### src/rtl/ofl_pkg.sv
package ofl_pkg;

  typedef enum logic [1:0] {
    MODE_SERIAL   = 2'd0,
    MODE_PARALLEL = 2'd1,
    MODE_PRESET   = 2'd2
  } load_mode_e;

  function automatic load_mode_e decode_mode(input logic ser_n, input logic [1:0] code);
    if (!ser_n)            return MODE_SERIAL;
    else if (code == 2'b11) return MODE_PARALLEL;
    else                    return MODE_PRESET;
  endfunction

  function automatic logic [7:0] preset_value(input logic [1:0] code);
    case (code)
      2'b00:   return 8'd64;
      2'b01:   return 8'd16;
      2'b10:   return 8'd8;
      default: return 8'd0;
    endcase
  endfunction

  // number of load steps needed before programming is complete
  function automatic int unsigned steps_needed(input load_mode_e m, input int unsigned chain_len);
    case (m)
      MODE_SERIAL:   return chain_len;
      MODE_PARALLEL: return 4;
      default:       return 0;
    endcase
  endfunction

endpackage

### src/rtl/ofl_cfg_latch.sv
module ofl_cfg_latch
  import ofl_pkg::*;
(
  input  logic       clk,
  input  logic       mrst_n,
  input  load_mode_e dec_mode,
  input  logic [1:0] dec_code,
  output load_mode_e mode_q,
  output logic [1:0] code_q
);

  // follows the pins while reset is held, frozen afterwards
  always_ff @(posedge clk) begin
    if (!mrst_n) begin
      mode_q <= dec_mode;
      code_q <= dec_code;
    end
  end

endmodule

### src/rtl/ofl_chain.sv
module ofl_chain #(
  parameter int OFS_W   = 10,
  parameter int CHAIN_L = 4 * OFS_W
) (
  input  logic               clk,
  input  logic               load_en,
  input  logic [OFS_W-1:0]   load_val,
  input  logic               ser_shift,
  input  logic               ser_bit,
  input  logic               par_shift,
  input  logic [OFS_W-1:0]   par_word,
  output logic [CHAIN_L-1:0] chain_q
);

  always_ff @(posedge clk) begin
    if (load_en)
      chain_q <= {4{load_val}};
    else if (ser_shift)
      chain_q <= {chain_q[CHAIN_L-2:0], ser_bit};
    else if (par_shift)
      chain_q <= {chain_q[CHAIN_L-OFS_W-1:0], par_word};
  end

endmodule

### src/rtl/ofl_progress.sv
module ofl_progress
  import ofl_pkg::*;
#(
  parameter int CHAIN_L = 40,
  parameter int CNT_W   = $clog2(CHAIN_L + 1)
) (
  input  logic             clk,
  input  logic             mrst_n,
  input  load_mode_e       mode_q,
  input  logic             step,
  output logic [CNT_W-1:0] step_cnt,
  output logic             done_q
);

  logic [CNT_W-1:0] target;
  logic [CNT_W-1:0] cnt_next;

  assign target   = CNT_W'(steps_needed(mode_q, CHAIN_L));
  assign cnt_next = step_cnt + 1'b1;

  always_ff @(posedge clk) begin
    if (!mrst_n) begin
      step_cnt <= '0;
      done_q   <= 1'b0;
    end else if (mode_q == MODE_PRESET) begin
      done_q <= 1'b1;
    end else if (step) begin
      step_cnt <= cnt_next;
      if (cnt_next == target) done_q <= 1'b1;
    end
  end

endmodule

### src/rtl/flag_offset_loader.sv
module flag_offset_loader
  import ofl_pkg::*;
#(
  parameter int OFS_W = 10
) (
  input  logic             clk,
  input  logic             mrst_n,
  input  logic             ser_mode_n,
  input  logic             cfg1_sen_n,
  input  logic             cfg0_sdat,
  input  logic [OFS_W-1:0] pload_word,
  input  logic             pload_strobe,
  output logic [OFS_W-1:0] ae_ofs_1,
  output logic [OFS_W-1:0] af_ofs_1,
  output logic [OFS_W-1:0] ae_ofs_2,
  output logic [OFS_W-1:0] af_ofs_2,
  output logic             prog_done
);

  localparam int CHAIN_L = 4 * OFS_W;
  localparam int CNT_W   = $clog2(CHAIN_L + 1);

  // decoded view of the pins, meaningful while reset is held
  load_mode_e       dec_mode;
  logic [1:0]       dec_code;
  logic [OFS_W-1:0] reset_val;

  assign dec_code  = {cfg1_sen_n, cfg0_sdat};
  assign dec_mode  = decode_mode(ser_mode_n, dec_code);
  assign reset_val = (dec_mode == MODE_PRESET) ? OFS_W'(preset_value(dec_code)) : '0;

  load_mode_e       mode_q;
  logic [1:0]       code_q;
  logic             ser_step;
  logic             par_step;
  logic [CNT_W-1:0] step_cnt;
  logic [CHAIN_L-1:0] chain_q;

  ofl_cfg_latch u_cfg (
    .clk      (clk),
    .mrst_n   (mrst_n),
    .dec_mode (dec_mode),
    .dec_code (dec_code),
    .mode_q   (mode_q),
    .code_q   (code_q)
  );

  // named load events, observed by the checker
  assign ser_step = mrst_n && (mode_q == MODE_SERIAL)   && !cfg1_sen_n  && !prog_done;
  assign par_step = mrst_n && (mode_q == MODE_PARALLEL) && pload_strobe && !prog_done;

  ofl_chain #(.OFS_W(OFS_W), .CHAIN_L(CHAIN_L)) u_chain (
    .clk       (clk),
    .load_en   (!mrst_n),
    .load_val  (reset_val),
    .ser_shift (ser_step),
    .ser_bit   (cfg0_sdat),
    .par_shift (par_step),
    .par_word  (pload_word),
    .chain_q   (chain_q)
  );

  ofl_progress #(.CHAIN_L(CHAIN_L), .CNT_W(CNT_W)) u_prog (
    .clk      (clk),
    .mrst_n   (mrst_n),
    .mode_q   (mode_q),
    .step     (ser_step || par_step),
    .step_cnt (step_cnt),
    .done_q   (prog_done)
  );

  assign {ae_ofs_1, af_ofs_1, ae_ofs_2, af_ofs_2} = chain_q;

endmodule

### config.mk
export PLATFORM = sky130hd
export DESIGN_NAME = flag_offset_loader
export DESIGN_NICKNAME = d
export VERILOG_FILES = /design/src/rtl/ofl_pkg.sv /design/src/rtl/ofl_cfg_latch.sv /design/src/rtl/ofl_chain.sv /design/src/rtl/ofl_progress.sv /design/src/rtl/flag_offset_loader.sv
export SDC_FILE = /design/constraint.sdc
export NUM_CORES = 1
export LEC_CHECK = 0
export BUFFER_PORTS_ARGS = -buffer_cell sky130_fd_sc_hd__buf_4
export CORE_MARGIN = 2
export CORE_UTILIZATION = 30
export CTS_BUF_LIST = sky130_fd_sc_hd__clkbuf_8
export CTS_CLUSTER_SIZE = 40
export DETAILED_ROUTE_END_ITERATION = 16
export GPL_ROUTABILITY_DRIVEN = 1
export PLACE_DENSITY = 0.5
export SLEW_MARGIN = 20
export SYNTH_ARGS = -nofsm -noshare
export SYNTH_HDL_FRONTEND = slang
export SYNTH_HIERARCHICAL = 1
export SYNTH_SLANG_ARGS = --single-unit
### constraint.sdc
create_clock -name clk -period 6.8 [get_ports clk]
set_clock_uncertainty 0.2 [all_clocks]
set_input_delay 0.34 -clock clk [delete_from_list [all_inputs] [get_ports clk]]
set_output_delay 0.34 -clock clk [all_outputs]
set_load 0.005 [all_outputs]
==> results of run 1 <==
-- per-layer routing --
metal	global-route usage, %	wire (um)
met1	16.16	2942
met5	0	0
met2	16.13	2605
met3	2.441	239
met4	3.644	76
-- layout make-up --
class | instances | area [um2]
Timing Repair Buffer | 58 | 435.4
Clock inverter | 3 | 18.77
Inverter | 3 | 11.26
Sequential cell | 49 | 1401
Fill cell | 974 | 6011
Clock buffer | 5 | 68.82
Tap cell | 133 | 166.4
Multi-Input combinational cell | 158 | 1526
-- power groups by stage --
stage | logic (W) | clock network (W) | registers, W
6_report | 0.000141 | 0.000174 | 0.000384
5_1_grt | 0.000154 | 0.000193 | 0.000389
4_1_cts | 0.000143 | 0.000186 | 0.000386
3_5_place_dp | 0.000142 | 0 | 0.000393
3_3_place_gp | 0.000141 | 0 | 0.000392
2_1_floorplan | 0.0000875 | 0 | 0.000386
-- worst max-delay path by stage --
stage | slack, ps | end | cells after the start
detailed placement | 3640 | u_chain/chain_q[38] | 5
CTS | 3660 | u_chain/chain_q[34] | 4
floorplan | 4040 | u_chain/chain_q[0] | 5
global route | 3560 | u_chain/chain_q[22] | 4
global placement | 3630 | u_chain/chain_q[37] | 5
finish | 3720 | u_chain/chain_q[23] | 4
-- cells in the final DEF (no fill, tap or decap), drive strengths merged --
| cell | instances |
|---|---|
| mux2 | 80 |
| buf | 58 |
| edfxtp | 42 |
| conb | 28 |
| dfxtp | 7 |
| xnor2 | 6 |
| and2 | 6 |
| nand2 | 5 |
| clkbuf | 5 |
| inv | 4 |
| nand3 | 3 |
| nor2 | 3 |
| a21boi | 2 |
| nor3b | 2 |
| clkinvlp | 2 |
| nand4 | 2 |
| and3 | 2 |
| a21oi | 2 |
| nand2b | 2 |
| and3b | 1 |
| or3b | 1 |
| or2 | 1 |
| or3 | 1 |
| and4 | 1 |
| a31oi | 1 |
| nor4bb | 1 |
| o21ai | 1 |
| or4b | 1 |
| o211ai | 1 |
| nor4b | 1 |
| a31o | 1 |
| a311o | 1 |
| o311a | 1 |
| ha | 1 |
-- metrics by stage --
step / cells / power, W / hold WS [ps] / instance area (um2)
detailed placement: 401 / 0.0005349 / 318.5 / 3541
global route: 409 / 0.0007362 / 110.6 / 3628
floorplan: 220 / 0.0004734 / 261.7 / 3049
CTS: 409 / 0.0007142 / 100.2 / 3628
global placement: 401 / 0.0005333 / 321.8 / 3541
finish: 409 / 0.0006993 / 109.7 / 3628
-- registers in the layout, summed over array words and instances, names as in the netlist --
register,cells
u_cfg/mode_q,2
u_prog/done_q,1
u_chain/chain_q,40
u_prog/step_cnt,6
-- worst max-delay path, cell delays in order, from the launching register on --
cell	delay [ps]
edfxtp_1	450
or3b_4	430
nor2_4	110
buf_4	600
or3_2	900
==> reports/qor.yml, run 1 <==
power_and_ir_drop:
  p_int_w: 0.0005241
  switching_share_pct: 25.06
  cellPowerDensity_mw_per_mm2: 192.7
  ir_drop_mv: 0.07737
  net-switching-power_w: 0.0001752
  p_leak_nw: 1.475
  pwr-share-comb_pct: 20.1
  seqPwrFrac_pct: 55.0
  clkPwrFrac_pct: 24.9
timing:
  worst_slack_ps: 3723
  slew_violations: 0
  grt_setup_unrepaired: "false"
  fin_tns_setup_ps: 0
  setup_violations: 0
  slew_headroom_pct: 35.77
  fin_crit_sh_pct: 45.25
  tightestPinTransition_ps: 963.5
  fmax_ghz: 0.3250
  period_minus_slack_ps: 3077
  hold_viol_final: 0
setup_path:
  reg2reg_depth: 4
  startpoint_type: "register"
  reg2reg_slack_ps: 3720
  r2r_start: "u_cfg/mode_q[1]"
  crit_fanout: 41
  crit_arrival_ps: 2800
  critPathKind: "register to register"
  crit_start: "u_cfg/mode_q[1]"
  rr_endpoint: "u_chain/chain_q[23]"
  critPathRequiredTime_ps: 6530
  worstSetupEndpointType: "register"
min_path:
  hp-class: "primary input to register"
  min_path_cells: 2
  min_to: "u_prog/step_cnt[0]"
  min_from: "mrst_n"
placement:
  dpl.hpwl_um: 3983
  gp_congestion: 0.7479
  dp_slack_ps: 3639
  portBuffers: 56
global_route:
  grt_overflow: 0
  grt_pass1_wl_um: 8873
  grt_usage_pct: 11.05
  grt_pass1_vias: 1646
  grt_start_max_net_pins: 42
  antenna_found_initial: 0
clock_network:
  ctsResizeCount: 0
  hold_buffers: 0
  h-tree-depth: 2
  clk_pin_slew_worst_paths_ps: 90
  clkSinkCount: 49
  cts_buffer_depth: 2
  cts_root_buf: "clkbuf_8"
  postCtsSetupBuffers: 0
  clock_latency_ps: 300
  cts_tree: "yes"
  cts_buffers: 5
floorplan:
  die-area_mm2: 0.01063
  die_h_um: 103.1
  initial_utilization_pct: 30.58
  num_rows: 36
  core_mm2: 0.009639
  die_x_um: 103.1
  io_pins: 57
detailed_routing:
  wl_um: 5864
  drtIter0Drc: 72
  ant_nets: 0
  wl_per_cell_um: 14.34
  route.detailed.drc: 0
  drt_pass1_iterations: 5
  vias: 1751
  viasPerCell: 4.281
logic_synthesis:
  yosys_warnings: 6
  syn_inst: 193
  avgSynthCellArea_um2: 15.27
  synth_area_mm2: 0.002948
outcome:
  outcome: "finished, final reports clean"
layout:
  area_growth_pct: 23.09
  final_nets: 292
  drive_gt1_share_pct: 56.52
  utilization_pct: 37.64
  diodes: 0
flow_run:
  maxCapViolCount: 0
Note: power is estimated with default switching activity, not from simulation.
==> run 2, diff against run 1 <==
==> constraint.sdc (replaced) <==
create_clock -name clk -period 3 [get_ports clk]
set_clock_uncertainty 0.2 [all_clocks]
set_input_delay 0.15 -clock clk [delete_from_list [all_inputs] [get_ports clk]]
set_output_delay 0.15 -clock clk [all_outputs]
set_load 0.005 [all_outputs]
==> reports/qor.yml, run 2 (same netlist as run 1, synthesis figures left out) <==
placement:
  place_inst: 402  # +0.25%
  dpl.hpwl_um: 4030  # +1.2%
  gp_congestion: 0.7908  # +5.7%
  dp_slack_ps: 609.0  # -3030 ps
  portBuffers: 56  # unchanged
detailed_routing:
  route.detailed.drc: 0  # unchanged
  wl_per_cell_um: 14.48  # +1.0%
  ant_nets: 0  # unchanged
  viasPerCell: 4.357  # +1.8%
  vias: 1804  # +3.0%
  wl_um: 5995  # +2.2%
  drtIter0Drc: 40  # -44%
  drt_pass1_iterations: 5  # unchanged
clock_network:
  cts_buffer_depth: 2  # unchanged
  cts_root_buf: "clkbuf_8"
  clk_pin_slew_worst_paths_ps: 90  # about the same
  cts_tree: "yes"
  clkSinkCount: 49  # unchanged
  postCtsSetupBuffers: 0  # unchanged
  h-tree-depth: 2  # unchanged
  cts_buffers: 5  # unchanged
  clock_latency_ps: 310  # about the same
layout:
  stdcell_count: 414  # +1.2%
  drive_gt1_share_pct: 55.87  # -0.65 points
  area_growth_pct: 25.93
  largest_reg_flops: 40  # unchanged
  reg_top3: "u_chain/chain_q (40), u_prog/step_cnt (6), u_cfg/mode_q (2)"
  diodes: 0  # unchanged
  final_cell_mix: "buf_4 (56), edfxtp_1 (42), mux2_2 (41), mux2_4 (39), conb_1 (28)"
  utilization_pct: 38.51  # +0.87 points
  final_nets: 297  # +1.7%
  final_common_cell: "buf_4"
  top_register: "u_chain/chain_q"
power_and_ir_drop:
  ir_drop_mv: 0.1892  # +140%
  pwr-share-comb_pct: 20.8  # +0.7 points
  clkPwrFrac_pct: 24.8  # about the same
  switching_share_pct: 25.08  # +0.027 points
  p_int_w: 0.001199  # +130%
  net-switching-power_w: 0.0004014  # +130%
  seqPwrFrac_pct: 54.4  # -0.6 points
  cellPowerDensity_mw_per_mm2: 431.1  # +120%
  p_leak_nw: 1.519  # +3.0%
min_path:
  hp-class: "primary input to register"
  min_from: "cfg0_sdat"
  min_path_cells: 2  # unchanged
  min_to: "u_cfg/mode_q[1]"
timing:
  setup_violations: 0  # unchanged
  slew_violations: 0  # unchanged
  slew_headroom_pct: 49.79  # +14 points
  period_minus_slack_ps: 2496
  fin_crit_sh_pct: 83.20
  tightestPinTransition_ps: 752.3  # -211.2 ps
  fin_tns_setup_ps: 0  # unchanged
  grt_setup_unrepaired: "false"
  whs_ps: 17.68  # -92.05 ps
  hold_viol_final: 0  # unchanged
  fmax_ghz: 0.4006
  worst_slack_ps: 504.0  # -3219 ps
floorplan:
  num_rows: 36  # unchanged
  die-area_mm2: 0.01063  # unchanged
  core_mm2: 0.009639  # unchanged
  die_h_um: 103.1  # unchanged
  die_x_um: 103.1  # unchanged
  io_pins: 57  # unchanged
  initial_utilization_pct: 30.58  # unchanged
setup_path:
  worstSetupEndpointType: "register"
  critPathRequiredTime_ps: 2860  # -3670 ps
  crit_arrival_ps: 2360  # -440 ps
  rr_endpoint: "u_chain/chain_q[38]"
  r2r_start: "u_cfg/mode_q[1]"
  reg2reg_slack_ps: 590  # -3130 ps
  startpoint_type: "primary input"
  crit_fanout: 41  # unchanged
  critPathKind: "primary input to register"
  reg2reg_depth: 5  # +1
global_route:
  grt_usage_pct: 11.77  # +0.72 points
  grt_start_max_net_pins: 42  # unchanged
  grt_pass1_vias: 1684  # +2.3%
  grt_pass1_wl_um: 9390  # +5.8%
  grt_overflow: 0  # unchanged
  antenna_found_initial: 0  # unchanged
outcome:
  outcome: "finished, final reports clean"
flow_run:
  maxCapViolCount: 0  # unchanged
## run 2: cell count changes in the layout (fill, tap and decap cells not counted)
cell / previous run / this run
dlygate4sd3_1: 0 / 4
buf_12: 0 / 3
buf_4: 58 / 56
clkinvlp_4: 2 / 0
clkinv_2: 0 / 1
inv_6: 0 / 1
## run 2: worst max-delay path, cell delays in order
cell and delay [ps]:
dlygate4sd3_1 530, buf_4 150, or3b_4 420, nor2_4 140
buf_12 290, mux2_2 370, mux2_2 260
## run 2: stage by stage
| stage | cell area [um2] | power, W |
|---|---|---|
| 2_1_floorplan | 3049 | 0.001073 |
| 3_3_place_gp | 3586 | 0.001216 |
| 3_5_place_dp | 3586 | 0.001220 |
| 4_1_cts | 3712 | 0.001636 |
| 5_1_grt | 3712 | 0.001697 |
| 6_report | 3712 | 0.001600 |
## run 2: final cells by class
cell class	count	area, um2
multi-input cells	158	1526
clock inverters	3	17.52
well taps	133	166.4
inverters	3	11.26
repair buffers	63	520.5
clock buffers	5	68.82
fillers	977	5927
flip-flops and latches	49	1401
## run 2: power by group through the flow
stage          Combinational (W)  Sequential (W)  Clock, W
3_5_place_dp            0.000331        0.000889         0
4_1_cts                 0.000336        0.000874  0.000426
5_1_grt                 0.000365        0.000881  0.000451
6_report                0.000332        0.000871  0.000397
2_1_floorplan           0.000198        0.000875         0
3_3_place_gp            0.000327        0.000889         0
## run 2: worst max-delay path by stage
stage	from	to	slack, ps
after floorplan	u_cfg/mode_q[1]	u_chain/chain_q[0]	240
after global placement	u_cfg/mode_q[1]	u_chain/chain_q[38]	630
after detailed placement	u_cfg/mode_q[1]	u_chain/chain_q[38]	610
after CTS	mrst_n	u_chain/chain_q[38]	520
after global routing	mrst_n	u_chain/chain_q[38]	440
final	mrst_n	u_chain/chain_q[38]	500
## run 2: timing repair
| item | CTS | global route |
|---|---|---|
| endpoints found under the hold margin | 11 | 0 |
| gates resized for setup | 0 | 0 |
| hold buffers | 4 | 0 |
| setup endpoints to repair | 0 | 0 |
## run 2: per-layer routing
layer  track usage, %  up-vias  wire, um
met1            17.76      876      3053
met2            16.23       44      2568
met3            2.508        6       280
li1                 -      878         -
met4            4.656        0        93
met5                0        -         0
==> run 3, diff against run 2 <==
==> constraint.sdc (replaced) <==
create_clock -name clk -period 2.58 [get_ports clk]
set_clock_uncertainty 0.2 [all_clocks]
set_input_delay 0.129 -clock clk [delete_from_list [all_inputs] [get_ports clk]]
set_output_delay 0.129 -clock clk [all_outputs]
set_load 0.005 [all_outputs]
==> reports/qor.yml, run 3 (same netlist as run 1, synthesis figures left out) <==
outcome:
  outcome: "finished, final reports clean"
detailed_routing:
  drt_pass1_iterations: 4  # -1
  drtIter0Drc: 61  # +53%
  ant_nets: 0  # unchanged
  wl_um: 6042  # +0.78%
  vias: 1869  # +3.6%
  wl_per_cell_um: 14.42  # -0.42%
  route.detailed.drc: 0  # unchanged
  viasPerCell: 4.461  # +2.4%
timing:
  tightestPinTransition_ps: 598.2  # -154.1 ps
  period_minus_slack_ps: 2406
  fmax_ghz: 0.4157
  slew_violations: 0  # unchanged
  whs_ps: 38.86  # +21.18 ps
  fin_crit_sh_pct: 93.24
  grt_setup_unrepaired: "false"
  fin_tns_setup_ps: 0  # unchanged
  hold_viol_final: 0  # unchanged
  slew_headroom_pct: 60.03  # +10 points
  setup_violations: 0  # unchanged
layout:
  final_common_cell: "buf_4"
  reg_top3: "u_chain/chain_q (40), u_prog/step_cnt (6), u_cfg/mode_q (2)"
  final_cell_mix: "buf_4 (61), edfxtp_1 (42), mux2_2 (41), mux2_4 (39), conb_1 (28)"
  diodes: 0  # unchanged
  stdcell_count: 419  # +1.2%
  final_nets: 302  # +1.7%
  largest_reg_flops: 40  # unchanged
  utilization_pct: 38.81  # +0.30 points
  drive_gt1_share_pct: 56.29  # +0.42 points
  area_growth_pct: 26.91
  top_register: "u_chain/chain_q"
global_route:
  met3_usage_pct: 2.644  # +0.14 points
  gr-max-usage-layer: "met1"
  grt_pass1_wl_um: 9390  # unchanged
  grt_pass1_vias: 1763  # +4.7%
  grt_start_max_net_pins: 34  # -19%
  grt_overflow: 0  # unchanged
  use_met2_pct: 16.93  # +0.70 points
  antenna_found_initial: 0  # unchanged
  gr-usage-met1_pct: 17.08  # -0.68 points
  grt_usage_pct: 11.63  # -0.15 points
setup_path:
  crit_arrival_ps: 2270  # -90 ps
  worstSetupEndpointType: "register"
  critPathKind: "primary input to register"
  startpoint_type: "primary input"
  crit_fanout: 26  # -37%
  critPathRequiredTime_ps: 2440  # -420 ps
clock_network:
  clk_pin_slew_worst_paths_ps: 100  # about the same
  h-tree-depth: 2  # unchanged
  cts_root_buf: "clkbuf_8"
  cts_buffer_depth: 2  # unchanged
  ctsResizeCount: 0  # unchanged
  clkSinkCount: 49  # unchanged
  cts_buffers: 5  # unchanged
  clock_latency_ps: 310  # about the same
  cts_tree: "yes"
floorplan:
  die_x_um: 103.1  # unchanged
  core_mm2: 0.009639  # unchanged
  io_pins: 57  # unchanged
  die_h_um: 103.1  # unchanged
  num_rows: 36  # unchanged
  initial_utilization_pct: 30.58  # unchanged
  die-area_mm2: 0.01063  # unchanged
power_and_ir_drop:
  ir_drop_mv: 0.2387  # +26%
  p_leak_nw: 1.531  # +0.82%
  cellPowerDensity_mw_per_mm2: 500.2  # +16%
flow_run:
  maxCapViolCount: 0  # unchanged
placement:
  dpl.hpwl_um: 4197  # +4.1%
  place_inst: 406  # +1.0%
  portBuffers: 56  # unchanged
  gp_congestion: 0.8095  # +2.4%
min_path:
  hp-class: "primary input to register"
[run 3: changes by cell type in the layout (fill, tap and decap cells not counted), sizes merged]
cell,before,now
dlygate4sd3,4,5
buf,59,63
clkinv,1,0
inv,5,4
clkinvlp,0,2
[run 3: layout make-up]
cell class,instances,area (um2)
Fill cell,978,5898
Clock buffer,5,68.82
Tap cell,133,166.4
Sequential cell,49,1401
Clock inverter,3,18.77
Timing Repair Buffer,68,548.0
Multi-Input combinational cell,158,1526
Inverter,3,11.26
[run 3: critical path, cell delays in order]
cell	delay [ps]
dlygate4sd3_1	530
buf_4	160
or3b_4	420
nor2_4	200
buf_12	250
mux2_4	320
mux2_2	260
[run 3: power by group]
group | switching [W] | leakage [nW] | internal [W] | total, W
combinational | 0.000135 | 1.01 | 0.000257 | 0.000392
sequential | 0.0000613 | 0.476 | 0.000950 | 0.00101
clock | 0.000280 | 0.0416 | 0.000188 | 0.000469
[run 3: metal layers]
layer,vias up,part of all wire (%),wire [um]
li1,886,-,-
met1,925,50,3024
met2,51,44,2648
met3,7,4.7,282
met4,0,1.4,87
met5,-,0,0
[run 3: per-stage QoR]
stage                     power (W)  setup slack (ps)  instance area [um2]
after CTS                  0.001901             173.8                 3741
after floorplan            0.001247             213.2                 3050
after detailed placement   0.001420             231.0                 3603
after global routing       0.001968             98.14                 3741
final                      0.001871             174.4                 3741
after global placement     0.001416             249.2                 3603
[run 3: worst paths after layout]
kind / depth (start not counted) / start / slack (ps) / to
max: 7 / mrst_n / 170 / u_chain/chain_q[5]
min: 3 / pload_word[6] / 40 / u_chain/chain_q[6]
max reg2reg: 5 / u_cfg/mode_q[1] / 240 / u_chain/chain_q[5]
min reg2reg: 2 / u_prog/step_cnt[1] / 330 / u_prog/step_cnt[1]
[run 3: timing repair]
action,in CTS,in global routing
setup buffers,0,0
endpoints found under the hold margin,11,0
hold buffers,5,0
